File: src/rtl/pms_pkg.sv
package pms_pkg;

    // State codes double as the status value read back by software.
    typedef enum logic [2:0] {
        ST_RESET = 3'd0,
        ST_WAKE  = 3'd1,
        ST_READY = 3'd2,
        ST_CONV  = 3'd3,
        ST_CAL   = 3'd4,
        ST_SLEEP = 3'd5
    } pms_state_e;

    typedef struct packed {
        logic conv;
        logic cal;
    } pms_pend_t;

    typedef struct packed {
        pms_state_e st;
        logic       conv_start;
        logic       cal_start;
    } pms_fsm_t;

endpackage

File: src/rtl/pms_settle_timer.sv
module pms_settle_timer #(
    parameter int unsigned SETTLE_CYCLES = 2800
) (
    input  logic clk,
    input  logic rst_n,
    input  logic run,
    output logic settled
);
    localparam int unsigned CW = (SETTLE_CYCLES > 2) ? $clog2(SETTLE_CYCLES) : 1;
    localparam logic [CW-1:0] LAST = CW'(SETTLE_CYCLES - 1);

    logic [CW-1:0] cnt_d, cnt_q;

    always_comb begin
        cnt_d = '0;
        if (run) begin
            cnt_d = (cnt_q == LAST) ? '0 : cnt_q + 1'b1;
        end
    end

    always_ff @(posedge clk or negedge rst_n) begin
        if (!rst_n) cnt_q <= '0;
        else        cnt_q <= cnt_d;
    end

    assign settled = run && (cnt_q == LAST);


    idle_clear_chk: assert property (@(posedge clk) disable iff (!rst_n)
        !run |=> cnt_q == '0);

endmodule

File: src/rtl/pms_req_arb.sv
module pms_req_arb (
    input  logic clk,
    input  logic rst_n,
    input  logic conv_req,
    input  logic cal_req,
    input  logic conv_grant,
    input  logic cal_grant,
    output logic want_conv,
    output logic want_cal,
    output logic pick_conv,
    output logic pick_cal
);
    import pms_pkg::*;

    pms_pend_t pend_d, pend_q;

    always_comb begin
        want_conv   = pend_q.conv | conv_req;
        want_cal    = pend_q.cal  | cal_req;
        // calibration wins a tie
        pick_cal    = want_cal;
        pick_conv   = want_conv & ~want_cal;
        pend_d.conv = want_conv & ~conv_grant;
        pend_d.cal  = want_cal  & ~cal_grant;
    end

    always_ff @(posedge clk or negedge rst_n) begin
        if (!rst_n) pend_q <= '0;
        else        pend_q <= pend_d;
    end


    conv_held_chk: assert property (@(posedge clk) disable iff (!rst_n)
        conv_req && !conv_grant |=> want_conv);


    cal_held_chk: assert property (@(posedge clk) disable iff (!rst_n)
        cal_req && !cal_grant |=> want_cal);

endmodule

File: src/rtl/pms_fsm.sv
module pms_fsm (
    input  logic                clk,
    input  logic                rst_n,
    input  logic                sleep_req,
    input  logic                conv_req,
    input  logic                cal_req,
    input  logic                conv_done,
    input  logic                cal_done,
    input  logic                settled,
    input  logic                pick_conv,
    input  logic                pick_cal,
    output pms_pkg::pms_state_e state_o,
    output logic                timer_run,
    output logic                conv_grant,
    output logic                cal_grant,
    output logic                ana_en,
    output logic                clk_gate_en,
    output logic                data_clr,
    output logic                conv_start,
    output logic                cal_start
);
    import pms_pkg::*;

    pms_fsm_t fsm_d, fsm_q;
    logic     go_sleep;

    always_comb begin
        fsm_d            = fsm_q;
        fsm_d.conv_start = 1'b0;
        fsm_d.cal_start  = 1'b0;
        go_sleep         = (fsm_q.st == ST_READY) && sleep_req;
        conv_grant       = 1'b0;
        cal_grant        = 1'b0;
        unique case (fsm_q.st)
            ST_RESET: fsm_d.st = ST_WAKE;
            ST_WAKE:  if (settled) fsm_d.st = ST_READY;
            ST_READY: begin
                if (go_sleep) begin
                    fsm_d.st = ST_SLEEP;
                end else if (pick_cal) begin
                    fsm_d.st        = ST_CAL;
                    fsm_d.cal_start = 1'b1;
                    cal_grant       = 1'b1;
                end else if (pick_conv) begin
                    fsm_d.st         = ST_CONV;
                    fsm_d.conv_start = 1'b1;
                    conv_grant       = 1'b1;
                end
            end
            ST_CONV:  if (conv_done) fsm_d.st = ST_READY;
            ST_CAL:   if (cal_done)  fsm_d.st = ST_READY;
            ST_SLEEP: if (!sleep_req) fsm_d.st = ST_WAKE;
            default:  fsm_d.st = ST_RESET;
        endcase
    end

    always_ff @(posedge clk or negedge rst_n) begin
        if (!rst_n) begin
            fsm_q.st         <= ST_RESET;
            fsm_q.conv_start <= 1'b0;
            fsm_q.cal_start  <= 1'b0;
        end else begin
            fsm_q <= fsm_d;
        end
    end

    assign state_o     = fsm_q.st;
    assign timer_run   = (fsm_q.st == ST_WAKE);
    assign ana_en      = (fsm_q.st != ST_RESET) && (fsm_q.st != ST_SLEEP);
    assign data_clr    = (fsm_q.st == ST_RESET);
    assign conv_start  = fsm_q.conv_start;
    assign cal_start   = fsm_q.cal_start;
    // keep the clock while any wake, reset or request event is pending
    assign clk_gate_en = !((fsm_q.st == ST_SLEEP) && sleep_req && rst_n
                           && !conv_req && !cal_req);


    conv_start_src_chk: assert property (@(posedge clk) disable iff (!rst_n)
        conv_start |-> fsm_q.st == ST_CONV && $past(fsm_q.st) == ST_READY);


    cal_start_src_chk: assert property (@(posedge clk) disable iff (!rst_n)
        cal_start |-> fsm_q.st == ST_CAL && $past(fsm_q.st) == ST_READY);


    cal_first_chk: assert property (@(posedge clk) disable iff (!rst_n)
        fsm_q.st == ST_CONV && $past(fsm_q.st) == ST_READY |-> !$past(pick_cal));


    wake_exit_chk: assert property (@(posedge clk) disable iff (!rst_n)
        $past(fsm_q.st) == ST_WAKE && fsm_q.st == ST_READY |-> $past(settled));


    sleep_exit_chk: assert property (@(posedge clk) disable iff (!rst_n)
        $past(fsm_q.st) == ST_SLEEP && fsm_q.st != ST_SLEEP |-> fsm_q.st == ST_WAKE);


    conv_return_chk: assert property (@(posedge clk) disable iff (!rst_n)
        $past(fsm_q.st) == ST_CONV && $past(conv_done) |-> fsm_q.st == ST_READY);


    gate_hold_chk: assert property (@(posedge clk) disable iff (!rst_n)
        !clk_gate_en |=> fsm_q.st == ST_SLEEP);

endmodule

File: src/rtl/pwr_mode_sup.sv
module pwr_mode_sup #(
    parameter int unsigned SETTLE_CYCLES = 2800
) (
    input  logic       clk,
    input  logic       rst_n,
    input  logic       sleep_req,
    input  logic       conv_req,
    input  logic       cal_req,
    input  logic       conv_done,
    input  logic       cal_done,
    output logic       ana_en,
    output logic       clk_gate_en,
    output logic       data_clr,
    output logic       conv_start,
    output logic       cal_start,
    output logic [2:0] status
);
    import pms_pkg::*;

    pms_state_e st;
    logic timer_run, settled;
    logic conv_grant, cal_grant;
    logic want_conv, want_cal, pick_conv, pick_cal;

    pms_settle_timer #(.SETTLE_CYCLES(SETTLE_CYCLES)) u_timer (
        .clk     (clk),
        .rst_n   (rst_n),
        .run     (timer_run),
        .settled (settled)
    );

    pms_req_arb u_arb (
        .clk        (clk),
        .rst_n      (rst_n),
        .conv_req   (conv_req),
        .cal_req    (cal_req),
        .conv_grant (conv_grant),
        .cal_grant  (cal_grant),
        .want_conv  (want_conv),
        .want_cal   (want_cal),
        .pick_conv  (pick_conv),
        .pick_cal   (pick_cal)
    );

    pms_fsm u_fsm (
        .clk         (clk),
        .rst_n       (rst_n),
        .sleep_req   (sleep_req),
        .conv_req    (conv_req),
        .cal_req     (cal_req),
        .conv_done   (conv_done),
        .cal_done    (cal_done),
        .settled     (settled),
        .pick_conv   (pick_conv),
        .pick_cal    (pick_cal),
        .state_o     (st),
        .timer_run   (timer_run),
        .conv_grant  (conv_grant),
        .cal_grant   (cal_grant),
        .ana_en      (ana_en),
        .clk_gate_en (clk_gate_en),
        .data_clr    (data_clr),
        .conv_start  (conv_start),
        .cal_start   (cal_start)
    );

    assign status = st;


    pick_needs_want_chk: assert property (@(posedge clk) disable iff (!rst_n)
        conv_start |-> $past(want_conv));

endmodule

File: config.mk
export PLATFORM = sky130hd
export DESIGN_NAME = pwr_mode_sup
export DESIGN_NICKNAME = d
export VERILOG_FILES = /design/src/rtl/pms_pkg.sv /design/src/rtl/pms_settle_timer.sv /design/src/rtl/pms_req_arb.sv /design/src/rtl/pms_fsm.sv /design/src/rtl/pwr_mode_sup.sv
export SDC_FILE = /design/constraint.sdc
export NUM_CORES = 1
export LEC_CHECK = 0
export BUFFER_PORTS_ARGS = -buffer_cell sky130_fd_sc_hd__buf_2
export CAP_MARGIN = 25
export CORE_UTILIZATION = 45
export DETAILED_ROUTE_END_ITERATION = 7
export GPL_TIMING_DRIVEN = 0
export PLACE_DENSITY_LB_ADDON = 0.3
export SLEW_MARGIN = 20
export SYNTH_ARGS = -nofsm -noshare
export SYNTH_HDL_FRONTEND = slang
export SYNTH_SLANG_ARGS = --single-unit
File: constraint.sdc
create_clock -name clk -period 3.01 [get_ports clk]
set_input_delay 0.301 -clock clk [delete_from_list [all_inputs] [get_ports clk]]
set_output_delay 0.301 -clock clk [all_outputs]
set_load 0.1 [all_outputs]
After elaboration in Yosys (flattened, before gate mapping)
Cells that the tools add are included.
- $add $sub $neg: 1
- eq/ne operators: 12
- multiplexer cells: 20
- bitwise gates (word level): 8
- reduce and logical (&&, ||, !) cells: 13
- operator list (operator ; count):
    $mux 12 ; 2
    $mux 3 ; 6
    $pmux 3 s6 ; 1
    $add 12x1->12 const B ; 1
    $eq 12x12->1 const B ; 1
    $mux 1 ; 8
    $ne 2x2->1 const B ; 4
    $logic_and 1x1->1 ; 7
    $eq 3x2->1 const B ; 2
    $eq 3x3->1 const B ; 2
    $reduce_and 5->1 ; 1
    $mux 2 ; 2
    $mux 4 ; 1
    $ne 4x3->1 const B ; 1
    $and 1x1->1 ; 3
    $eq 3x1->1 const B ; 1
    $logic_not 1->1 ; 3
    $logic_not 3->1 ; 1
    $ne 3x3->1 const B ; 1
    $not 1->1 ; 3
    $reduce_bool 3->1 ; 1
    $or 1x1->1 ; 2
- flip-flop bits (word level): 19
- bits of input ports: 7
- output and inout bits: 8
- word-level logic and storage cells: 60

Logic depth before layout (Yosys ltp)
Gate-level depths: netlist of run 1.
- depth after elaboration: 9
- depth in mapped cells: 5
- depth with buffers taken out: 5

Modules after synthesis
A second synthesis of run 1 with hierarchy kept.
- cells, all modules: 108
- area, all modules: 1068.5 um^2
- by module, submodules not included (module ; times used ; cells each ; area an instance (um^2) ; seq. area each (um^2)):
    pms_settle_timer ; 1 ; 57 ; 585.6 ; 300.3
    pms_fsm ; 1 ; 42 ; 387.9 ; 125.1
    pms_req_arb ; 1 ; 9 ; 95.1 ; 50.0

Worst setup path before layout of run 1
OpenSTA, ideal clock, no wires.
- path kind: register -> output
- start: register u_fsm.state_o[0] (netlist name)
- end: output data_clr
- arrival time: 3.118 ns
- required time: 2.709 ns
- path slack: -0.409 ns
- cell stages (with the launch flop): 3
- buffers on the path: 1
- path through: dfrtp_1 buf_4 nor3_1
- word-level cells in the longest chain between the ends: 1
- RTL lines (element ; RTL line ; text):
    $logic_not 3->1 ; pms_fsm.sv:70 ; assign data_clr = (fsm_q.st == ST_RESET);
    end, declared ; pwr_mode_sup.sv:13 ; output logic data_clr,
No other way between the ends.

Worst setup path in the final report of run 1
- start: input rst_n
- end: output clk_gate_en
- word-level cells in the longest chain between the ends: 4
- RTL lines (element ; RTL line ; text):
    start, declared ; pwr_mode_sup.sv:5 ; input logic rst_n,
    $logic_and 1x1->1 ; pms_fsm.sv:74 ; assign clk_gate_en = !((fsm_q.st == ST_SLEEP) && sleep_req && rst_n
    $logic_and 1x1->1 (2 in a row) ; pms_fsm.sv:75 ; && !conv_req && !cal_req);
    $logic_not 1->1 ; pms_fsm.sv:74 ;
    end, declared ; pwr_mode_sup.sv:12 ; output logic clk_gate_en,
No other way between the ends.

==> metrics.md, run 1 <==
| Metric | Value |
|---|---|
| DR vias/cell | 5.091 |
| Post-Synth Simple-Gate Area | 28.38% |
| Net Count, Synth | 105 |
| Main combinational cell family by area after synthesis | simple AND/OR/NAND/NOR gates |
| Hold path cells | 3 |
| M1 WL | 821 µm |
| First-pass GRT wire length | 2628 µm |
| Leakage power | just under 0.5 nW |
| Netlist Area Pre-Place | 943.4 µm² |
| Post-synthesis compound-gate area fraction | 7.427% |
| # IOs | 15 |
| Synth cell types | 31 |
| Met2 routed WL | 773 µm |
| Total of max-cap violations | 0 |
| RSZ-0062 raised after global routing | no |
| Hold Path Sink | u_fsm.conv_start$_DFF_PN0_ |
| Port bufs | 14 |
| Final #Nets | 125 |
| Fin cells | 143 |
| Die area | 2283 µm² |
| Layout cells sized above 1 | 20.69% |
| Setup violations, final | 0 |
| DRC | 0 |
| Vias | 728 |
| Htree depth | 1 |
| Max Buffers Root-to-Sink | 2 |
| Post-DR wirelength/cell | 11.63 µm |
| DPL Wire Length | 1203 µm |
| Initial Util | roughly 48% |
| Setup bufs post-CTS | 0 |
| Relative slew slack | 67.78% |
| Chip Height | 47.79 µm |
| Met3 WL post-DR | between 40 and 50 µm |
| Clock buffer count from CTS | 3 |
| Number of synthesized register bits | 19 |
| RR Endpoint | u_timer.cnt_q[10]$_DFF_PN0_ |
| Synthesized instance count | 97 |
| Worst Setup Path Type | input pin to output pin |
| Period utilization | 65.09% |
| Initial antenna violation count | 0 |
| Post-synthesis mux area share | 0% |
| Worst R2R Setup Slack | around 1.4 ns |
| Max VDD drop | 0.6921 mV |
| Worst R2R Path Depth | 5 |
| Final Max Tran Viols | 0 |
| HP Class | input pin to register |
| Routability cong. | 0.8551 |
| Worst Path Required | 2.71 ns |
| TritonRoute pass-1 iters | 4 |
| Area grow syn2layout | 15.78% |
| Final ANT Viol Nets | 0 |
| Worst-path clk slew | 0.10 ns |
| Post-Synth XOR/XNOR Area | 8.355% |
| Ant diodes | 0 |
| TritonCTS Sinks | 19 |
| Hold slack | 0.2955 ns |
| Largest net degree at the start of global routing | 21 |
| Critical Path Source Type | input pin |
| Worst R2R Start | u_fsm.state_o[2]$_DFFE_PN0P_ |
| Clk_lat worst skew | 0.29 ns |
| Max Fclk | ~0.51 GHz |
| Status | finished, final reports clean |
| Tmin final | ~2.0 ns |
| Total Routing Usage GR | 16.75% |
| Routed WL | 1663 µm |
| Dpl cells | 138 |
| Clock skew | between 0.006 and 0.007 ns |
| CTS tree | done |
| Pwr per Cell Area | 886.5 nW/µm² |
| Sequential area share after synthesis | 50.40% |
| Critical path peak fanout | 20 |
| Core area | between 1500 and 2000 µm² |
| CP arrival | about 1.7 ns |
| Post_cts resized | 0 |
| Hold Startpoint | conv_req |
| Vias in the first global route | 595 |
| Synth Area in Adders | 1.326% |
| Number of DRC markers in iteration 0 | 9 |
| Slew @ Worst Pin | just under 0.5 ns |
| Die W | 47.79 µm |
| DR top layer | met4 |
| Fin. Hold Viols | 0 |
| YS warnings | 0 |
| Crit end category | output pin |
| Overflow after GRT | 0 |
| Post-Syn Area per Cell | 9.726 µm² |
| Setup TNS | 0 ns |
| Clock root cell | clkbuf_4 |
| Cell row count | 16 |
| Hold_buf cts | 1 |
critical path: stages:
cell and delay, ns:
dlygate4sd3_1 0.53, buf_2 0.27, nand3_1 0.12, buf_2 0.43
cell type report:
class | count | area (µm²)
buffer | 4 | 35.03
timing repair buffer | 15 | 80.08
tap | 27 | 33.78
fill | 199 | 869.6
multi-input combinational | 73 | 437.9
clock buffer | 4 | 26.28
inverter | 1 | 3.754
sequential | 19 | 475.5
how the worst max path moves through the flow:
stage / end / slack [ns] / cells past startpoint / from
floorplan: clk_gate_en / 0.41 / 4 / u_fsm.state_o[2]$_DFFE_PN0P_
global placement: clk_gate_en / 1.44 / 5 / u_fsm.state_o[2]$_DFFE_PN0P_
detailed placement: clk_gate_en / 1.42 / 5 / u_fsm.state_o[2]$_DFFE_PN0P_
CTS: clk_gate_en / 1.03 / 4 / rst_n
global route: clk_gate_en / 0.89 / 5 / u_fsm.state_o[2]$_DFFE_PN0P_
finish: clk_gate_en / 1.05 / 4 / rst_n
report_power, final:
| part | leakage, nW | switching [mW] | internal, mW | total [mW] |
|---|---|---|---|---|
| sequential | 0.249 | 0.0188 | 0.290 | 0.309 |
| combinational | 0.219 | 0.399 | 0.136 | 0.535 |
| clock | 0.0150 | 0.0732 | 0.0515 | 0.125 |
placed cells by master, fill, tap and decap left out, types with 2 or more instances in the layout:
master    netlist  layout
nor2_1         19      19
dfrtp_1        19      19
buf_2           1      15
nand2_1         8       8
xnor2_1         5       5
xor2_1          4       4
nor3_1          5       4
and3_1          3       3
nand4_1         3       3
o21ai_0         3       3
a21oi_1         3       3
clkbuf_4        0       3
buf_6           2       2
nand3_1         2       2
nor3b_1         2       2
cell usage after synthesis (all sizes together):
cell	count	area (µm²)
nand2	8	30.03
nor3b	2	15.01
nand3	2	10.01
and3	3	18.77
or3	1	6.260
nor2	19	71.32
o32ai	1	8.760
o21bai	2	15.01
nand4	3	18.77
o22ai	1	6.260
xnor2	5	43.79
nor3	5	25.02
buf	4	35.03
nand2b	1	6.260
nor4	1	6.260
inv	1	3.750
o21ai	3	15.01
ha	1	12.51
nor2b	1	6.260
xor2	4	35.03
nor4b	2	23.77
or3b	1	8.760
dfrtp	19	475.5
and2	2	12.52
a21oi	3	15.01
and4	1	8.760
a41o	1	10.01
metrics by stage:
stage	setup WS [ns]	total power [mW]	instance area, µm²	util (%)
floorplan	0.4062	0.7663	952.2	-
global placement	1.440	0.8436	1056	53.83
detailed placement	1.419	0.8502	1056	53.83
CTS	1.027	0.9779	1092	55.68
global route	0.8899	1.030	1092	55.68
finish	1.051	0.9683	1092	55.68
logic make-up after synthesis:
| logic type | count (synthesis) |
|---|---|
| and+or+nand+nor | 52 |
| DFF | 19 |
| AOI/OAI and AO/OA | 11 |
| xor gates and xnor gates | 9 |
| buffers and inverters | 5 |
| adders and majority gates | 1 |
state kept, by name (all words and copies together) (netlist names):
name / cells
u_arb.pend_q: 2
u_timer.cnt_q: 12
u_fsm.state_o: 3
u_fsm.cal_start: 1
u_fsm.conv_start: 1
metal layers:
metal / global-route usage [%] / vias up
li1: - / 374
met1: 24.94 / 336
met2: 24.32 / 14
met3: 2.264 / 4
met4: 7.222 / 0
met5: 0 / -
(Power assumes the default switching activity.)
==> run 2: changes to the inputs <==
==> constraint.sdc (replaced) <==
create_clock -name clk -period 1.6 [get_ports clk]
set_input_delay 0.16 -clock clk [delete_from_list [all_inputs] [get_ports clk]]
set_output_delay 0.16 -clock clk [all_outputs]
set_load 0.1 [all_outputs]
==> run 2 against run 1 <==
Net effect: sequential power up 120%; via count increased by 5.2%; power up 110%; worst hold slack got worse by 0.13 ns; largest cell class is now multi-input combinational cells; largest power group unchanged.
==> metrics.md, run 2 (synthesized netlist as in run 1, its figures left out) <==
| Metric | Value |
|---|---|
| Status | finished, final reports clean |
| Area grow syn2layout | 27.19% |
| Clock skew | between 0.006 and 0.007 ns |
| Max VDD drop | 1.292 mV |
| Pwr per Cell Area | 1678 nW/µm² |
| Max Fclk | about 0.64 GHz |
| Final #Nets | 127 |
| Ant diodes | 0 |
| Period utilization | a little over nine tenths |
| Clk_lat worst skew | around 0.3 ns |
| Initial Util | 48.09% |
| Overall power | 2.014 mW |
| Vias in the first global route | 611 |
| Total Routing Usage GR | between 10% and 20% |
| Worst setup startpoint | u_fsm.state_o[0]$_DFFE_PN0P_ |
| Most flop-heavy register | u_timer.cnt_q |
| Die area | 2283 µm² |
| Fin. Hold Viols | 0 |
| TritonRoute pass-1 iters | 4 |
| Layout cells sized above 1 | 28.81% |
| TritonCTS Sinks | 19 |
| Clock buffer count from CTS | 3 |
| Overflow after GRT | 0 |
| Critical path's slowest cell | dfrtp_4 |
| Worst R2R Path Depth | 4 |
| Final ANT Viol Nets | 0 |
| DPL Wire Length | 1187 µm |
| Worst R2R Start | u_fsm.state_o[2]$_DFFE_PN0P_ |
| Die W | 47.79 µm |
| CTS tree | done |
| Relative slew slack | between 40 and 50% |
| Most common cell after layout, fill and taps aside | nor2_1 |
| Chip Height | 47.79 µm |
| Final Max Tran Viols | 0 |
| Cell row count | 16 |
| Worst-path clk slew | about 0.1 ns |
| Routability cong. | roughly 0.77 |
| Worst Path Required | 1.44 ns |
| Max Buffers Root-to-Sink | 2 |
| Most frequent cells in the layout | nor2_1, dfrtp_1, buf_2 |
| Slowest Stage Delay on Critical Path | 0.56 ns |
| DRC | 0 |
| Total of max-cap violations | 0 |
| Htree depth | 1 |
| Port bufs | 14 |
| Largest net degree at the start of global routing | 20 |
| Leakage power | 0.5171 nW |
| Worst R2R Setup Slack | 0.07 ns |
| RR Endpoint | u_timer.cnt_q[9]$_DFF_PN0_ |
| Setup violations, final | 0 |
| Crit end category | output pin |
| Core area | 1962 µm² |
| Vias | approximately 770 |
| Largest register FFs | 12 |
| Critical path peak fanout | 11 |
| Post-DR wirelength/cell | 12.37 µm |
| First-pass GRT wire length | 2587 µm |
| # IOs | 15 |
| CP endpoint | ana_en |
| Routed WL | 1794 µm |
| CP arrival | 1.39 ns |
| HP Class | input pin to register |
| RSZ-0062 raised after global routing | no |
| Worst path cell trace | and2_4 -> o21bai_4 -> buf_12 |
| Number of DRC markers in iteration 0 | 15 |
| Critical Path Source Type | register |
| Initial antenna violation count | 0 |
| Final core utilization | 61.16% |
| DR vias/cell | 5.283 |
| Slew @ Worst Pin | around 0.84 ns |
| Clock root cell | clkbuf_4 |
| Tmin final | 1.551 ns |
| Worst Setup Path Type | register to output pin |
-- run 2: cell count changes in the layout (fill, tap and decap cells not counted), moves of 2 or more --
| cell | delta |
|---|---|
| buf_2 | -4 |
| buf_12 | +2 |
| dfrtp_1 | -3 |
| dfrtp_4 | +3 |
| buf_4 | +4 |
-- run 2: worst max-delay path: cells and delay by family, from the launching register on --
kind,cells,cell delay [ns]
and+or+nand+nor,1,0.17
AOI/OAI and AO/OA,1,0.17
buffers and inverters,1,0.19
DFF,1,0.56
-- run 2: timing repair --
item,in CTS,in global routing
pin swaps,1,0
endpoints found under the setup margin,13,12
hold buffers,1,0
resized for setup,11,1
setup buffers,0,5
hold endpoints to repair,19,0
-- run 2: power breakdown --
group / total [mW] / internal [mW] / switching [mW]
clock network: 0.243 / 0.0932 / 0.150
logic: 1.09 / 0.353 / 0.735
registers: 0.683 / 0.568 / 0.115
-- run 2: area by class of cell --
cell class                 instances  area [µm²]
inverter                           1       3.754
sequential                        19       486.7
clock inverter                     1       5.005
fill                             186       762.0
multi-input combinational         73       489.2
timing repair buffer              20       147.6
buffer                             1       11.26
clock buffer                       3       22.52
tap                               27       33.78
-- run 2: how the worst min path moves through the flow --
stage | depth (start not counted) | endpoint | slack (ns) | from
after floorplan | 0 | u_arb.pend_q[0]$_DFF_PN0_ | -0.14 | rst_n
after global placement | 1 | u_fsm.state_o[2]$_DFFE_PN0P_ | 0.14 | rst_n
after detailed placement | 1 | u_fsm.state_o[2]$_DFFE_PN0P_ | 0.14 | rst_n
after CTS | 3 | u_arb.pend_q[1]$_DFF_PN0_ | 0.15 | conv_req
after global routing | 4 | u_fsm.state_o[2]$_DFFE_PN0P_ | 0.18 | cal_done
final | 3 | u_arb.pend_q[1]$_DFF_PN0_ | 0.16 | conv_req
-- run 2: through the flow --
stage	setup WS, ns	cells	cell area (µm²)	hold slack [ns]	setup TNS (ns)
after global placement	0.01684	138	1111	0.1397	0
after floorplan	-0.1933	97	1007	-0.1356	-1.450
final	0.04930	145	1200	0.1625	0
after CTS	-0.002853	141	1167	0.1540	-0.002853
after global routing	0.0006029	145	1200	0.1837	0
after detailed placement	0.007603	138	1111	0.1419	0
-- run 2: routing by layer --
layer	part of all wire (%)	track usage [%]	vias up
li1	-	-	377
met1	48	23.21	376
met2	48	24.86	9
met3	2.0	2.264	4
met4	2.0	10.00	0
met5	0	0	-
